[src/rtl/kat_pkg.sv]
package kat_pkg;
    localparam int KAT_STEPS = 7;
    localparam int KAT_IDX_W = $clog2(KAT_STEPS);

    typedef enum logic [2:0] {
        ST_BOOT,
        ST_LAUNCH,
        ST_WAIT,
        ST_PASS,
        ST_FAIL
    } seq_state_e;

    typedef struct packed {
        seq_state_e           state;
        logic [KAT_IDX_W-1:0] idx;
        logic [KAT_IDX_W-1:0] fidx;
    } seq_t;

    // Known answer of a step; the top keeps the low RES_W bits.
    function automatic logic [63:0] kat_answer(input int unsigned step);
        return ((64'(step) + 64'd1) * 64'h9E37_79B9) ^ 64'h5A5A_0F0F;
    endfunction
endpackage

[src/rtl/kat_wait_timer.sv]
module kat_wait_timer #(
    parameter int W = 16
) (
    input  logic         clk_i,
    input  logic         rst_ni,
    input  logic         clr_i,
    input  logic         en_i,
    input  logic [W-1:0] limit_i,
    output logic         expired_o
);
    logic [W-1:0] cnt_d, cnt_q;

    always_comb begin
        cnt_d = cnt_q;
        if (clr_i)
            cnt_d = '0;
        else if (en_i)
            cnt_d = cnt_q + 1'b1;
    end

    always_ff @(posedge clk_i or negedge rst_ni) begin
        if (!rst_ni) cnt_q <= '0;
        else         cnt_q <= cnt_d;
    end

    assign expired_o = (cnt_q == limit_i);
endmodule

[src/rtl/kat_answer_check.sv]
module kat_answer_check
    import kat_pkg::*;
#(
    parameter int RES_W = 32
) (
    input  logic [KAT_IDX_W-1:0]       idx_i,
    input  logic [KAT_STEPS*RES_W-1:0] result_i,
    output logic                       match_o
);
    logic [KAT_STEPS-1:0] hit;

    for (genvar g = 0; g < KAT_STEPS; g++) begin : g_step
        localparam logic [63:0] ANS = kat_answer(g);
        assign hit[g] = (result_i[g*RES_W +: RES_W] == ANS[RES_W-1:0]);
    end

    assign match_o = hit[idx_i];
endmodule

[src/rtl/kat_service_gate.sv]
module kat_service_gate #(
    parameter int NUM_SVC = 4
) (
    input  logic               open_i,
    input  logic [NUM_SVC-1:0] req_i,
    output logic [NUM_SVC-1:0] grant_o,
    output logic [NUM_SVC-1:0] deny_o,
    output logic               xfer_en_o
);
    for (genvar g = 0; g < NUM_SVC; g++) begin : g_lane
        assign grant_o[g] = req_i[g] & open_i;
        assign deny_o[g]  = req_i[g] & ~open_i;
    end
    assign xfer_en_o = open_i;
endmodule

[src/rtl/kat_sequencer.sv]
module kat_sequencer
    import kat_pkg::*;
#(
    parameter int RES_W   = 32,
    parameter int TMO_W   = 16,
    parameter int NUM_SVC = 4
) (
    input  logic                       clk_i,
    input  logic                       rst_ni,
    input  logic                       rerun_i,
    input  logic [TMO_W-1:0]           tmo_limit_i,
    output logic [KAT_STEPS-1:0]       step_start_o,
    input  logic [KAT_STEPS-1:0]       step_done_i,
    input  logic [KAT_STEPS*RES_W-1:0] step_result_i,
    input  logic [NUM_SVC-1:0]         svc_req_i,
    output logic [NUM_SVC-1:0]         svc_grant_o,
    output logic [NUM_SVC-1:0]         svc_deny_o,
    output logic                       xfer_en_o,
    output logic                       busy_o,
    output logic                       pass_o,
    output logic                       error_o,
    output logic [KAT_IDX_W-1:0]       fail_idx_o
);
    localparam logic [KAT_IDX_W-1:0] LAST_IDX = KAT_IDX_W'(KAT_STEPS - 1);
    localparam logic [KAT_STEPS-1:0] ONE_HOT0 = KAT_STEPS'(1);

    seq_t d, q;
    logic timer_clr, timer_en, expired, cur_done, cur_match;

    kat_wait_timer #(.W(TMO_W)) u_timer (
        .clk_i     (clk_i),
        .rst_ni    (rst_ni),
        .clr_i     (timer_clr),
        .en_i      (timer_en),
        .limit_i   (tmo_limit_i),
        .expired_o (expired)
    );

    kat_answer_check #(.RES_W(RES_W)) u_check (
        .idx_i    (q.idx),
        .result_i (step_result_i),
        .match_o  (cur_match)
    );

    kat_service_gate #(.NUM_SVC(NUM_SVC)) u_gate (
        .open_i    (pass_o),
        .req_i     (svc_req_i),
        .grant_o   (svc_grant_o),
        .deny_o    (svc_deny_o),
        .xfer_en_o (xfer_en_o)
    );

    assign cur_done = step_done_i[q.idx];

    always_comb begin
        d         = q;
        timer_clr = 1'b0;
        timer_en  = 1'b0;
        case (q.state)
            ST_BOOT: begin
                d.state = ST_LAUNCH;
                d.idx   = '0;
            end
            ST_LAUNCH: begin
                d.state   = ST_WAIT;
                timer_clr = 1'b1;
            end
            ST_WAIT: begin
                if (cur_done) begin
                    if (!cur_match) begin
                        d.state = ST_FAIL;
                        d.fidx  = q.idx;
                    end else if (q.idx == LAST_IDX) begin
                        d.state = ST_PASS;
                    end else begin
                        d.state = ST_LAUNCH;
                        d.idx   = q.idx + 1'b1;
                    end
                end else if (expired) begin
                    d.state = ST_FAIL;
                    d.fidx  = q.idx;
                end else begin
                    timer_en = 1'b1;
                end
            end
            ST_PASS: begin
                if (rerun_i) begin
                    d.state = ST_BOOT;
                    d.idx   = '0;
                end
            end
            default: d = q;
        endcase
    end

    always_ff @(posedge clk_i or negedge rst_ni) begin
        if (!rst_ni) begin
            q.state <= ST_BOOT;
            q.idx   <= '0;
            q.fidx  <= '0;
        end else begin
            q <= d;
        end
    end

    assign step_start_o = (q.state == ST_LAUNCH) ? (ONE_HOT0 << q.idx) : '0;
    assign busy_o       = (q.state == ST_BOOT) || (q.state == ST_LAUNCH) || (q.state == ST_WAIT);
    assign pass_o       = (q.state == ST_PASS);
    assign error_o      = (q.state == ST_FAIL);
    assign fail_idx_o   = q.fidx;

    // at most one start at a time, and only during a run
    p_start_onehot_r2: assert property (@(posedge clk_i) disable iff (!rst_ni)
        $onehot0(step_start_o));
    p_start_busy_r2: assert property (@(posedge clk_i) disable iff (!rst_ni)
        (|step_start_o) |-> busy_o);
    // a wrong answer latches the error
    p_mismatch_r3: assert property (@(posedge clk_i) disable iff (!rst_ni)
        (q.state == ST_WAIT && cur_done && !cur_match) |=> error_o);
    // an expired wait without done fails the step
    p_timeout_r4: assert property (@(posedge clk_i) disable iff (!rst_ni)
        (q.state == ST_WAIT && expired && !cur_done) |=> (error_o && fail_idx_o == $past(q.idx)));
    // the error state is permanent
    p_error_sticky_r5: assert property (@(posedge clk_i) disable iff (!rst_ni)
        error_o |=> (error_o && $stable(fail_idx_o)));
    // the service path stays shut unless passed
    p_gate_shut_r6: assert property (@(posedge clk_i) disable iff (!rst_ni)
        !pass_o |-> (svc_grant_o == '0 && !xfer_en_o));
    // pass excludes busy and error
    p_pass_excl_r7: assert property (@(posedge clk_i) disable iff (!rst_ni)
        pass_o |-> (!busy_o && !error_o));
    // a rerun from pass restarts the run
    p_rerun_r8: assert property (@(posedge clk_i) disable iff (!rst_ni)
        (pass_o && rerun_i) |=> (busy_o && !pass_o));
endmodule

[config.mk]
export PLATFORM = sky130hd
export DESIGN_NAME = kat_sequencer
export DESIGN_NICKNAME = d
export VERILOG_FILES = /design/src/rtl/kat_pkg.sv /design/src/rtl/kat_wait_timer.sv /design/src/rtl/kat_answer_check.sv /design/src/rtl/kat_service_gate.sv /design/src/rtl/kat_sequencer.sv
export SDC_FILE = /design/constraint.sdc
export NUM_CORES = 1
export LEC_CHECK = 0
export ABC_CLOCK_PERIOD_IN_PS = 2800
export BUFFER_PORTS_ARGS = -buffer_cell sky130_fd_sc_hd__clkbuf_2
export CAP_MARGIN = 20
export CORE_AREA = 10 10 100 102
export CTS_BUF_LIST = sky130_fd_sc_hd__clkbuf_2 sky130_fd_sc_hd__clkbuf_4 sky130_fd_sc_hd__clkbuf_8
export DETAILED_ROUTE_END_ITERATION = 10
export DIE_AREA = 0 0 110 112
export GPL_ROUTABILITY_DRIVEN = 0
export HOLD_SLACK_MARGIN = 0.12
export PLACE_DENSITY = 0.73
export RECOVER_POWER = 50
export SLEW_MARGIN = 20
export SYNTH_ARGS = -nofsm -noshare
export SYNTH_HDL_FRONTEND = slang
export SYNTH_SLANG_ARGS = --single-unit
[constraint.sdc]
create_clock -name clk_i -period 2.8 [get_ports clk_i]
set_input_delay 0.56 -clock clk_i [delete_from_list [all_inputs] [get_ports clk_i]]
set_output_delay 0.56 -clock clk_i [all_outputs]
set_load 0.05 [all_outputs]
; Yosys cells after proc, flatten, opt, wreduce, memory -nomap -nowiden
; Cells that the tools add are included.
[word_totals]
reg_bits = 25
output_inout_bits = 22
word_cells = 70
[classes]
add_sub_neg = 2
order_cmp = 1
eq_ne = 19
shift = 1
muxes = 24
n_bitwise = 9
n_reduce_logical = 10
[op_table]
columns = operator, n
row1 = $eq 32x32->1 const B, 3
row2 = $eq 32x31->1 const B, 2
row3 = $eq 32x28->1 const B, 1
row4 = $eq 32x30->1 const B, 1
row5 = $mux 16, 2
row6 = $mux 3, 9
row7 = $add 16x1->16 const B, 1
row8 = $eq 16x16->1, 1
row9 = $pmux 3 s4, 1
row10 = $ne 2x2->1 const B, 5
row11 = $pmux 3 s3, 1
row12 = $and 1x1->1, 8
row13 = $mux 7, 1
row14 = $shl 1x3->7 const A, 1
row15 = $bmux 1 s3, 2
row16 = $eq 3x2->1 const B, 2
row17 = $eq 3x3->1 const B, 2
row18 = $mux 1, 6
row19 = $mux 6, 1
row20 = $reduce_and 3->1, 2
row21 = $reduce_and 5->1, 1
row22 = $lt 3x4->1 const B, 1
row23 = $reduce_bool 2->1, 2
row24 = $reduce_bool 4->1, 1
row25 = 8 further kinds, 9

; Logic depth before layout (Yosys ltp)
; Gate-level depths: netlist (run 1).
[depth]
ltp_word = 6
mapped_depth = 9
depth_no_buf = 7

; Cells and area by module
; Synthesis (run 1) repeated with hierarchy kept, for this count alone.
[hier_totals]
hier_cells = 279
area_unflattened_um2 = 2509.9
[by_module_without_submodules]
columns = mod, n_inst, cells_per_inst, area_per_inst_um2, seq_area_each_um2
row1 = kat_wait_timer, 1, 104, 1024.7, 400.4
row2 = kat_sequencer, 1, 76, 739.5, 225.2
row3 = kat_answer_check, 1, 90, 688.2, 0.0
row4 = kat_service_gate, 1, 9, 57.6, 0.0

; Worst setup path after synthesis (run 1)
; No wires, ideal clock.
[synth_path]
kind = flip-flop to output port
startpoint = register q[7] in the netlist's numbering
endpoint = output svc_deny_o[0]
arrival_time_ns = 1.890
t_required_ns = 2.240
slack_ns = 0.350
stages_incl_launch_ff = 5
n_path_buf = 2
path_cell_list = dfrtp_1 clkbuf_1 and3_1 clkbuf_1 nor2b_1
[synth_via]
elab_chain_len = 3
[synth_lines]
columns = element, line
row1 = from (decl), kat_sequencer.sv:27  ; seq_t d, q;
row2 = $eq 3x2->1, kat_sequencer.sv:108  ; assign pass_o = (q.state == ST_PASS);
row3 = via pass_o, kat_sequencer.sv:20  ; output logic pass_o,
row4 = $not 1->1, kat_service_gate.sv:12  ; assign deny_o[g] = req_i[g] & ~open_i;
row5 = $and 1x1->1, kat_service_gate.sv:12
row6 = to (decl), kat_sequencer.sv:17  ; output logic [NUM_SVC-1:0] svc_deny_o,
; The timed path passes the listed nets, and every way through them passes these cells.

; Worst setup path in the final report (run 1)
[layout_path]
startpoint = register q[3] in the netlist's numbering
endpoint = register q (netlist bit fail_idx_o[2])
[layout_via]
elab_chain_len = 4
[layout_lines]
columns = element, line
row1 = "$bmux 1 s3, on equally long branches", "kat_sequencer.sv:53, kat_answer_check.sv:17"
row2 = "$mux 1, on equally long branches", "kat_sequencer.sv:53, kat_answer_check.sv:17"
row3 = $ne 2x2->1 (no source line) / $reduce_bool 2->1 (equally long branches), n/a
row4 = $reduce_and 3->1 (no source line), n/a
; Parallel ways exist; a longest one is shown, timed or not. The select of a mux whose other input is x is not followed.
; A chain may end at the register's enable or synchronous reset.

==> results of run 1 <==
[Yosys cell counts, drive strengths merged (5+ instances only)]
master / instances
and2: 6
and3: 12
and4b: 6
buf: 8
clkbuf: 7
dfrtp: 25
ha: 6
inv: 7
nand2: 21
nand3: 9
nand3b: 5
nand4: 24
nor2: 22
nor2b: 8
nor3: 5
nor4: 11
nor4b: 13
nor4bb: 16
o21ai: 6
xnor2: 19
xor2: 9
[final cells by class]
| cell class | count | area, µm² |
|---|---|---|
| well taps | 105 | 131 |
| multi-input cells | 235 | 1710 |
| clock inverters | 1 | 7.51 |
| flip-flops and latches | 25 | 626 |
| repair buffers | 286 | 1440 |
| clock buffers | 3 | 41.3 |
| inverters | 7 | 26.3 |
| fillers | 789 | 4070 |
[sequential cells by signal, indices dropped and copies added (netlist names)]
register and count:
u_timer.cnt_q 16, fail_idx_o 3, q 6
[power groups by stage]
stage          clock [mW]  sequential, mW  combinational, mW
2_1_floorplan           0           0.371             0.0606
3_3_place_gp            0           0.371              0.248
3_5_place_dp            0           0.371              0.255
4_1_cts             0.231           0.364              0.257
5_1_grt             0.251           0.365              0.280
6_report            0.226           0.364              0.254
[worst max-delay path by stage]
stage	slack, ns	to	cells after the start
2_1_floorplan	0.35	svc_deny_o[0]	4
3_3_place_gp	-0.08	fail_idx_o[0]$_DFFE_PN0P_	9
3_5_place_dp	-0.12	fail_idx_o[2]$_DFFE_PN0P_	9
4_1_cts	0.04	fail_idx_o[2]$_DFFE_PN0P_	9
5_1_grt	0.05	u_timer.cnt_q[8]$_DFFE_PN0P_	9
6_report	0.24	fail_idx_o[2]$_DFFE_PN0P_	9
[critical path: cells and delay by family (launching register included)]
kind,cells,cell delay (ns)
multiplexers,1,0.35
AND/OR/NAND/NOR,5,1.31
flip-flops,1,0.36
buffers and inverters,2,0.35
AO/OA/AOI/OAI,1,0.09
[placed cells by master, fill, tap and decap left out, types with 7 or more instances in the layout]
| cell | n |
|---|---|
| nor4b_1 | 12 |
| nand4_1 | 24 |
| nand3_1 | 8 |
| clkbuf_2 | 265 |
| buf_4 | 9 |
| nor2_1 | 21 |
| nor2b_1 | 8 |
| xor2_1 | 9 |
| nand2_1 | 21 |
| and3_1 | 12 |
| dfrtp_1 | 25 |
| inv_1 | 7 |
| xnor2_1 | 19 |
| nor4_1 | 8 |
| nor4bb_1 | 16 |
| clkbuf_1 | 12 |
[logic make-up after synthesis]
| group | Yosys count |
|---|---|
| simple gates | 173 |
| xor+xnor | 28 |
| buf+inv | 22 |
| fa+ha+maj | 6 |
| mux | 6 |
| flops | 25 |
| compound gates | 22 |
[stage by stage]
step / hold WS, ns / std cells / setup slack (ns) / util / power (mW)
4_1_cts: 0.301 / 662 / 0.0373 / 0.495 / 0.852
3_3_place_gp: 0.500 / 658 / -0.0762 / 0.488 / 0.620
2_1_floorplan: 0.264 / 282 / 0.350 / - / 0.432
6_report: 0.514 / 662 / 0.238 / 0.494 / 0.844
5_1_grt: 0.535 / 662 / 0.0508 / 0.494 / 0.896
3_5_place_dp: 0.498 / 658 / -0.122 / 0.488 / 0.626
[metal layers]
metal  global-route usage  up-vias
li1                     -     1624
met1                0.233     1457
met2                0.362      139
met3               0.0681       10
met4               0.0260        0
met5                    0        -
==> results by group, run 1 <==
Die
  • Die Wd: between 100 and 150 µm
  • Rows: 33
  • Core outline area: 0.00805 mm²
  • Ports: 276
  • Die Span Y: roughly 110 µm
  • DIE AREA: 0.0123 mm²
  • Starting Density: 0.300

Route
  • Vias: 3230
  • Max Used Layer: met4
  • Met2 wire length: 6.90 mm
  • DR WL met3: approximately 1.1 mm
  • Post-route DRC: 0
  • Detailed Routing Iterations Pass 1: 4
  • Antenna Nets Post-Route: 0
  • Wirelength per Cell: 19.8 µm
  • WL final: 13.1 mm
  • Drt via density: 4.88
  • Met1 Wirelength: 5.01 mm
  • Initial DRC count: 193

Outcome
  • Status: complete, no violations

Setup path
  • Worst r2r src: q[3]$_DFFE_PN0P_
  • Cell mode on critical path: buf_4
  • Crit path kind: register to register
  • Max FO, Critical Path: 8
  • R2R depth: 9
  • Worst path max stage delay: ~0.46 ns
  • Critical Path Source Type: register
  • Worst path cell trace: buf_4 -> nand4bb_1 -> nor4_2 -> buf_4 -> and4_1 -> a2111oi_0 -> or3_1 -> nand2_1 -> mux2_2
  • R2R Path End: fail_idx_o[2]$_DFFE_PN0P_
  • CP arrival: 2.73 ns
  • Setup crit start: q[3]$_DFFE_PN0P_
  • Worst Setup End Kind: register
  • Critical path's slowest cell: or3_1
  • R2R setup slack: around 0.24 ns
  • Worst Path Required: just under 3 ns

Clock network
  • Worst-path clk slew: 0.09 ns
  • Clock tree sinks: 25
  • Clk_lat worst skew: 0.28 ns
  • CTS tree: yes
  • Hold Buf Count CTS: 0
  • Clock Tree Buf Depth: 2
  • Post-CTS Resized: 1
  • TritonCTS Buffers: 3
  • Root Driver: clkbuf_8
  • CTS HTree Levels: 1
  • # Post-CTS Setup Buffers: 0

Hold path
  • Hold WC Path Type: register to register
  • Worst hold stages: 1
  • Beginning of the worst hold path: fail_idx_o[2]$_DFFE_PN0P_
  • Worst Hold Endpoint: fail_idx_o[2]$_DFFE_PN0P_

Synth
  • Adder-cell share of the synthesized area: 0.0311
  • Largest family of logic cells by synthesized area: simple AND/OR/NAND/NOR gates
  • FF+latch count, synth: 25
  • XOR/XNOR Fraction of Synth Area: 0.102
  • Compound-Gate Fraction of Synth Area: 0.0647
  • Fraction of registers with async set/reset: 1.00
  • Synth top area share: 0.259
  • Number of synthesized flops with an enable pin: 0
  • Cells after Synth: 282
  • Sequential area share after synthesis: 0.259
  • Syn_nets: ~540
  • Area contributors post-synth: dfrtp_1, xnor2_1, nor4bb_1
  • Top cell type by total area after synthesis: dfrtp_1
  • Netlist cell types: 48
  • Top FF cell, synth: dfrtp_1
  • Mux cell area share after synthesis: 0.0321
  • Average size of a mapped cell: 8.57 µm²
  • Synth Cell Area: 0.00242 mm²
  • Simple-gate share of the synthesized area: 0.469
  • Yosys Warn Count: 0

Power and ir drop
  • P_leak: ~2 nW
  • Clk pwr share: 0.268
  • Sw Pwr: roughly 220 µW
  • Max VDD drop: around 0.18 mV
  • Pint: 626 µW
  • Logic pwr share: 0.301
  • P per Cell Area: approximately 210 mW/mm²
  • Sequential power share: 0.431
  • Switching share of power: 0.258

STA
  • Min Tclk post-route: 2.56 ns
  • Slew Viols, Final: 0
  • Worst rel slew slack: 0.0975
  • Final setup vio count: 0
  • Hold Fails Final Rpt: 0
  • Worst-margin pin slew: 1.35 ns
  • RSZ-0062 raised after global routing: false
  • Max frequency: slightly below 400 MHz
  • Setup TNS: 0 ns
  • Final Skew: 0.0101 ns
  • Final cycle utilization of the critical path: 0.915

Global route
  • GRT overflow: 0
  • Vias in the first global route: 3627
  • Global Route Usage Sum: 0.204
  • Initial antenna violation count: 0
  • First-pass GRT wire length: approximately 20 mm
  • Pin count of the biggest net entering global routing: 26

Cells and area
  • Nets: 818
  • Area growth, synth to finish: 64.6%
  • Post-route cell area: about 0.004 mm²
  • Number of diodes: 0
  • Share of layout cells above drive strength 1: 0.521

Placement
  • DP Wirelength: 12.0 mm
  • Cell area after placement: about 0.0039 mm²
  • IO buf count: approximately 280

Run
  • Max-cap violations: 0
Note: power is estimated with default switching activity, not from simulation.
==> run 2: changes to the inputs <==
--- a/config.mk
+++ b/config.mk
@@ -14,7 +14,7 @@
 export DIE_AREA = 0 0 110 112
 export GPL_ROUTABILITY_DRIVEN = 0
 export HOLD_SLACK_MARGIN = 0.12
-export PLACE_DENSITY = 0.73
+export PLACE_DENSITY_LB_ADDON = 0.05
 export RECOVER_POWER = 50
 export SLEW_MARGIN = 20
 export SYNTH_ARGS = -nofsm -noshare
==> results by group, run 2 (same netlist as run 1, synthesis figures left out) <==
Clock network
  • Root Driver: clkbuf_8
  • Clock Tree Buf Depth: 2 (unchanged)
  • CTS HTree Levels: 1 (unchanged)
  • # Post-CTS Setup Buffers: 0 (unchanged)
  • Hold Buf Count CTS: 0 (unchanged)
  • Worst-path clk slew: 0.09 ns (about the same)
  • CTS tree: yes
  • Clk_lat worst skew: 0.27 ns (about the same)
  • Clock tree sinks: 25 (unchanged)
  • TritonCTS Buffers: 3 (unchanged)
  • Post-CTS Resized: 0 (-1)

Cells and area
  • Max reg flops: 16 (unchanged)
  • Share of layout cells above drive strength 1: 0.515 (-0.00522)
  • Nets: 812 (-0.73%)
  • Area growth, synth to finish: 62.2%
  • Number of diodes: 0 (unchanged)
  • Most flops, register: u_timer.cnt_q
  • Final std cells w/o fill: 656 (-0.91%)
  • Leading cell type in the layout, fill and taps excluded: clkbuf_2
  • Commonest cells after routing, fill and taps aside: clkbuf_2, dfrtp_1, nand4_1, nor2_1, nand2_1

Setup path
  • Worst path buffer plus inverter count: 1 (-1)
  • Worst path max stage delay: 0.53 ns (+0.07 ns)
  • Worst Setup End Kind: register
  • Critical path's slowest cell: dfrtp_1
  • Critical Path Source Type: register
  • Largest delay contributor family on the critical path: simple AND/OR/NAND/NOR gates
  • Worst path cell trace: buf_4 -> and4b_1 -> nand4_1 -> o311ai_0 -> a31oi_1 -> or3_1 -> nand2_1 -> mux2_2
  • Worst Path Required: 2.96 ns (about the same)
  • Max FO, Critical Path: 8 (unchanged)
  • Crit path kind: register to register
  • CP arrival: 2.75 ns (+0.02 ns)

Placement
  • IO buf count: 275 (unchanged)
  • DP Wirelength: 11.5 mm (-4.1%)
  • Placed Cells: 652 (-0.91%)

Die
  • Die Span Y: 112 µm (unchanged)
  • Starting Density: 0.300 (unchanged)
  • Rows: 33 (unchanged)
  • Die Wd: 110 µm (unchanged)
  • Ports: 276 (unchanged)
  • DIE AREA: 0.0123 mm² (unchanged)
  • Core outline area: 0.00805 mm² (unchanged)

STA
  • Final Skew: 0.00336 ns (-0.00674 ns)
  • Final cycle utilization of the critical path: 0.925 (+0.0103)
  • Setup TNS: 0 ns (unchanged)
  • Worst-margin pin slew: 1.37 ns (+0.0146 ns)
  • RSZ-0062 raised after global routing: false
  • Min Tclk post-route: 2.59 ns (+0.0289 ns)
  • Worst rel slew slack: 0.0877 (-0.00973)
  • Slew Viols, Final: 0 (unchanged)
  • Hold Fails Final Rpt: 0 (unchanged)
  • Hold_ws: 0.523 ns (+0.00862 ns)
  • Final setup vio count: 0 (unchanged)
  • Max frequency: 386 MHz (-1.1%)

Route
  • Vias: 3216 (-0.43%)
  • Initial DRC count: 112 (-42%)
  • Antenna Nets Post-Route: 0 (unchanged)
  • Post-route DRC: 0 (unchanged)
  • Wirelength per Cell: 19.0 µm (-4.1%)
  • Drt via density: 4.90 (+0.48%)
  • Detailed Routing Iterations Pass 1: 4 (unchanged)
  • WL final: 12.5 mm (-5.0%)

Global route
  • Vias in the first global route: 3536 (-2.5%)
  • Pin count of the biggest net entering global routing: 26 (unchanged)
  • First-pass GRT wire length: 19.0 mm (-4.1%)
  • Global Route Usage Sum: 0.193 (-0.0106)
  • GRT overflow: 0 (unchanged)
  • Initial antenna violation count: 0 (unchanged)

Run
  • Max-cap violations: 0 (unchanged)

Hold path
  • Hold WC Path Type: register to register

Power and ir drop
  • P_leak: 2.04 nW (-0.70%)
  • Max VDD drop: 0.116 mV (-35%)
  • P per Cell Area: 211 mW/mm² (-0.82%)

Outcome
  • Status: complete, no violations
[run 2: cell count changes in the layout (fill, tap and decap cells not counted), sizes merged]
cell,before,now
buf,9,5
clkbuf,280,278
clkinv,0,1
clkinvlp,1,0
[run 2: path summary, 6_finish.rpt]
check,startpoint,to,slack (ns),cells after the start
setup / recovery,q[3]$_DFFE_PN0P_,fail_idx_o[2]$_DFFE_PN0P_,0.21,8
hold / removal,fail_idx_o[2]$_DFFE_PN0P_,fail_idx_o[2]$_DFFE_PN0P_,0.52,1
setup reg to reg,q[3]$_DFFE_PN0P_,fail_idx_o[2]$_DFFE_PN0P_,0.21,8
hold reg to reg,fail_idx_o[2]$_DFFE_PN0P_,fail_idx_o[2]$_DFFE_PN0P_,0.52,1
max in group asynchronous,rst_ni,fail_idx_o[1]$_DFFE_PN0P_,1.42,1
min in group asynchronous,rst_ni,u_timer.cnt_q[10]$_DFFE_PN0P_,0.58,1
[run 2: power by group]
group	switching (mW)	total, mW	leakage, nW	internal (mW)
registers	0.00186	0.364	0.324	0.362
logic	0.0839	0.245	1.69	0.161
clock network	0.117	0.216	0.0255	0.0995
[run 2: metal layers]
| metal | track usage | part of all wire | up-vias |
|---|---|---|---|
| li1 | - | - | 1615 |
| met1 | 0.202 | 0.34 | 1469 |
| met2 | 0.370 | 0.57 | 124 |
| met3 | 0.0490 | 0.078 | 8 |
| met4 | 0.0391 | 0.012 | 0 |
| met5 | 0 | 0 | - |
[run 2: cell type report]
type | count | area, µm²
timing repair buffer | 280 | 1400
multi-input combinational | 235 | 1690
inverter | 7 | 26.3
clock inverter | 1 | 5.00
tap | 105 | 131
fill | 813 | 4130
sequential | 25 | 626
clock buffer | 3 | 41.3
[run 2: through the flow]
step	total power, mW	worst slack, ns	utilization	instance area [µm²]
after floorplan	0.432	0.350	-	2420
after global placement	0.614	0.171	0.483	3880
after detailed placement	0.620	0.0743	0.483	3880
after CTS	0.837	0.171	0.488	3930
after global routing	0.883	0.00633	0.487	3920
final	0.825	0.210	0.487	3920
==> run 3: changes to the inputs <==
--- a/config.mk
+++ b/config.mk
@@ -5,13 +5,12 @@
 export SDC_FILE = /design/constraint.sdc
 export NUM_CORES = 1
 export LEC_CHECK = 0
-export ABC_CLOCK_PERIOD_IN_PS = 2800
+export ABC_CLOCK_PERIOD_IN_PS = 2650
 export BUFFER_PORTS_ARGS = -buffer_cell sky130_fd_sc_hd__clkbuf_2
 export CAP_MARGIN = 20
-export CORE_AREA = 10 10 100 102
-export CTS_BUF_LIST = sky130_fd_sc_hd__clkbuf_2 sky130_fd_sc_hd__clkbuf_4 sky130_fd_sc_hd__clkbuf_8
+export CORE_AREA = 2 2 107 109
 export DETAILED_ROUTE_END_ITERATION = 10
-export DIE_AREA = 0 0 110 112
+export DIE_AREA = 0 0 109 111
 export GPL_ROUTABILITY_DRIVEN = 0
 export HOLD_SLACK_MARGIN = 0.12
 export PLACE_DENSITY_LB_ADDON = 0.05
==> constraint.sdc (replaced) <==
create_clock -name clk_i -period 2.65 [get_ports clk_i]
set_input_delay 0.53 -clock clk_i [delete_from_list [all_inputs] [get_ports clk_i]]
set_output_delay 0.53 -clock clk_i [all_outputs]
set_load 0.05 [all_outputs]
==> results by group, run 3 (same netlist as run 1, synthesis figures left out) <==
STA
  • Worst-margin pin slew: 1.46 ns (+0.0880 ns)
  • Setup TNS: 0 ns (unchanged)
  • Final Skew: 0.00268 ns (-0.000683 ns)
  • Hold_ws: 0.513 ns (-0.0100 ns)
  • PnR worst setup slack: 0.205 ns (-0.00448 ns)
  • Slew Viols, Final: 0 (unchanged)
  • Final cycle utilization of the critical path: 0.923 (-0.00254)
  • Hold Fails Final Rpt: 0 (unchanged)
  • Worst rel slew slack: 0.0291 (-0.0587)
  • Final setup vio count: 0 (unchanged)
  • Max frequency: 409 MHz (+6.0%)
  • RSZ-0062 raised after global routing: false
  • Min Tclk post-route: 2.44 ns (-0.146 ns)

Die
  • Starting Density: 0.218 (-0.0820)
  • Ports: 276 (unchanged)
  • DIE AREA: 0.0121 mm² (-1.8%)
  • Die Wd: 109 µm (-0.91%)
  • Die Span Y: 111 µm (-0.89%)
  • Core outline area: 0.0111 mm² (+38%)
  • Rows: 39 (+18%)

Setup path
  • R2R setup slack: 0.21 ns (about the same)
  • Critical path's slowest cell: dfrtp_1
  • Worst path cell trace: buf_12 -> nor4b_1 -> nand4_1 -> nor4_1 -> o41ai_1 -> or3_1 -> buf_4 -> or2_1 -> o21ai_1
  • Worst Setup End Kind: register
  • CP arrival: 2.63 ns (-0.12 ns)
  • Critical Path Source Type: register
  • Crit path kind: register to register
  • Max FO, Critical Path: 14 (+6)
  • Worst path max stage delay: 0.40 ns (-0.13 ns)
  • Worst Path Required: 2.84 ns (-0.12 ns)

Cells and area
  • Final std cells w/o fill: 697 (+6.3%)
  • Max reg flops: 16 (unchanged)
  • Nets: 815 (+0.37%)
  • Area growth, synth to finish: 67.7%
  • Number of diodes: 0 (unchanged)
  • Leading cell type in the layout, fill and taps excluded: clkbuf_2
  • Final core occ: 0.366 (-0.121)
  • Commonest cells after routing, fill and taps aside: clkbuf_2, nand4_1, dfrtp_1, nand2_1, nor2_1
  • Most flops, register: u_timer.cnt_q
  • Share of layout cells above drive strength 1: 0.520 (+0.00443)

Clock network
  • Hold Buf Count CTS: 0 (unchanged)
  • Clk_lat worst skew: 0.26 ns (about the same)
  • TritonCTS Buffers: 3 (unchanged)
  • Root Driver: clkbuf_16
  • CTS HTree Levels: 1 (unchanged)
  • Worst-path clk slew: 0.07 ns (-0.02 ns)
  • CTS tree: yes
  • Clock Tree Buf Depth: 2 (unchanged)
  • Clock tree sinks: 25 (unchanged)

Global route
  • GRT overflow: 0 (unchanged)
  • First-pass GRT wire length: 16.6 mm (-13%)
  • Global Route Usage Sum: 0.176 (-0.0166)
  • Pin count of the biggest net entering global routing: 26 (unchanged)
  • Vias in the first global route: 3261 (-7.8%)
  • Initial antenna violation count: 0 (unchanged)

Placement
  • DP Wirelength: 9.73 mm (-16%)
  • IO buf count: 275 (unchanged)
  • Place WS: 0.00669 ns (-0.0676 ns)
  • Placed Cells: 693 (+6.3%)

Power and ir drop
  • P_leak: 2.06 nW (+0.93%)
  • P per Cell Area: 246 mW/mm² (+17%)
  • Max VDD drop: 0.211 mV (+82%)

Route
  • Post-route DRC: 0 (unchanged)
  • Initial DRC count: 87 (-22%)
  • Drt via density: 4.59 (-6.4%)
  • Detailed Routing Iterations Pass 1: 4 (unchanged)
  • Antenna Nets Post-Route: 0 (unchanged)
  • WL final: 10.8 mm (-13%)
  • Vias: 3197 (-0.59%)
  • Wirelength per Cell: 15.5 µm (-18%)

Hold path
  • Hold WC Path Type: register to register

Outcome
  • Status: complete, no violations

Run
  • Max-cap violations: 0 (unchanged)
==> run 3: cell count changes in the layout (fill, tap and decap cells not counted), moves of 2 or more <==
cell	change
clkbuf_16	+3
buf_4	+2
clkbuf_2	-3
nor4_2	+2
nor4_1	-2
clkbuf_1	+4
clkbuf_8	-3
==> run 3: final timing paths <==
path / startpoint / to / cells after the start
worst min register to register: fail_idx_o[1]$_DFFE_PN0P_ / fail_idx_o[1]$_DFFE_PN0P_ / 1
worst max-delay path: q[3]$_DFFE_PN0P_ / q[4]$_DFFE_PN0P_ / 9
worst max register to register: q[3]$_DFFE_PN0P_ / q[4]$_DFFE_PN0P_ / 9
min in group asynchronous: rst_ni / u_timer.cnt_q[15]$_DFFE_PN0P_ / 1
max in group asynchronous: rst_ni / q[4]$_DFFE_PN0P_ / 1
worst min-delay path: fail_idx_o[1]$_DFFE_PN0P_ / fail_idx_o[1]$_DFFE_PN0P_ / 1
==> run 3: metal layers <==
metal  vias up  share of wire  track usage
li1       1620              -            -
met1      1466           0.40        0.217
met2       109           0.55        0.326
met3         2          0.052       0.0235
met4         0         0.0036       0.0265
met5         -              0            0
==> run 3: worst max-delay path: cells and delay by family, from the launching register on <==
family / cells / cell delay [ns]
AO/OA/AOI/OAI: 2 / 0.29
AND/OR/NAND/NOR: 5 / 1.34
buffers and inverters: 2 / 0.33
flip-flops: 1 / 0.40
==> run 3: metrics by stage <==
| stage | power (mW) | instance area [µm²] |
|---|---|---|
| floorplan | 0.456 | 2420 |
| global placement | 0.655 | 3970 |
| detailed placement | 0.660 | 3970 |
| CTS | 1.01 | 4050 |
| global route | 1.05 | 4050 |
| finish | 0.998 | 4050 |
==> run 3: what timing repair did <==
| item | 4_1_cts | 5_1_grt |
|---|---|---|
| setup buffers | 0 | 0 |
| gates resized for setup | 0 | 4 |
| setup endpoints to repair | 0 | 8 |
==> run 3: power by group <==
| part | internal (mW) | switching, mW |
|---|---|---|
| combinational | 0.171 | 0.0936 |
| sequential | 0.383 | 0.00200 |
| clock | 0.206 | 0.143 |
| total | 0.760 | 0.238 |
==> run 3: layout make-up <==
class / instances / area, µm²
inverters: 7 / 26.3
well taps: 143 / 179
clock buffers: 4 / 78.8
multi-input cells: 235 / 1710
fillers: 1163 / 7020
flip-flops and latches: 25 / 627
repair buffers: 283 / 1440
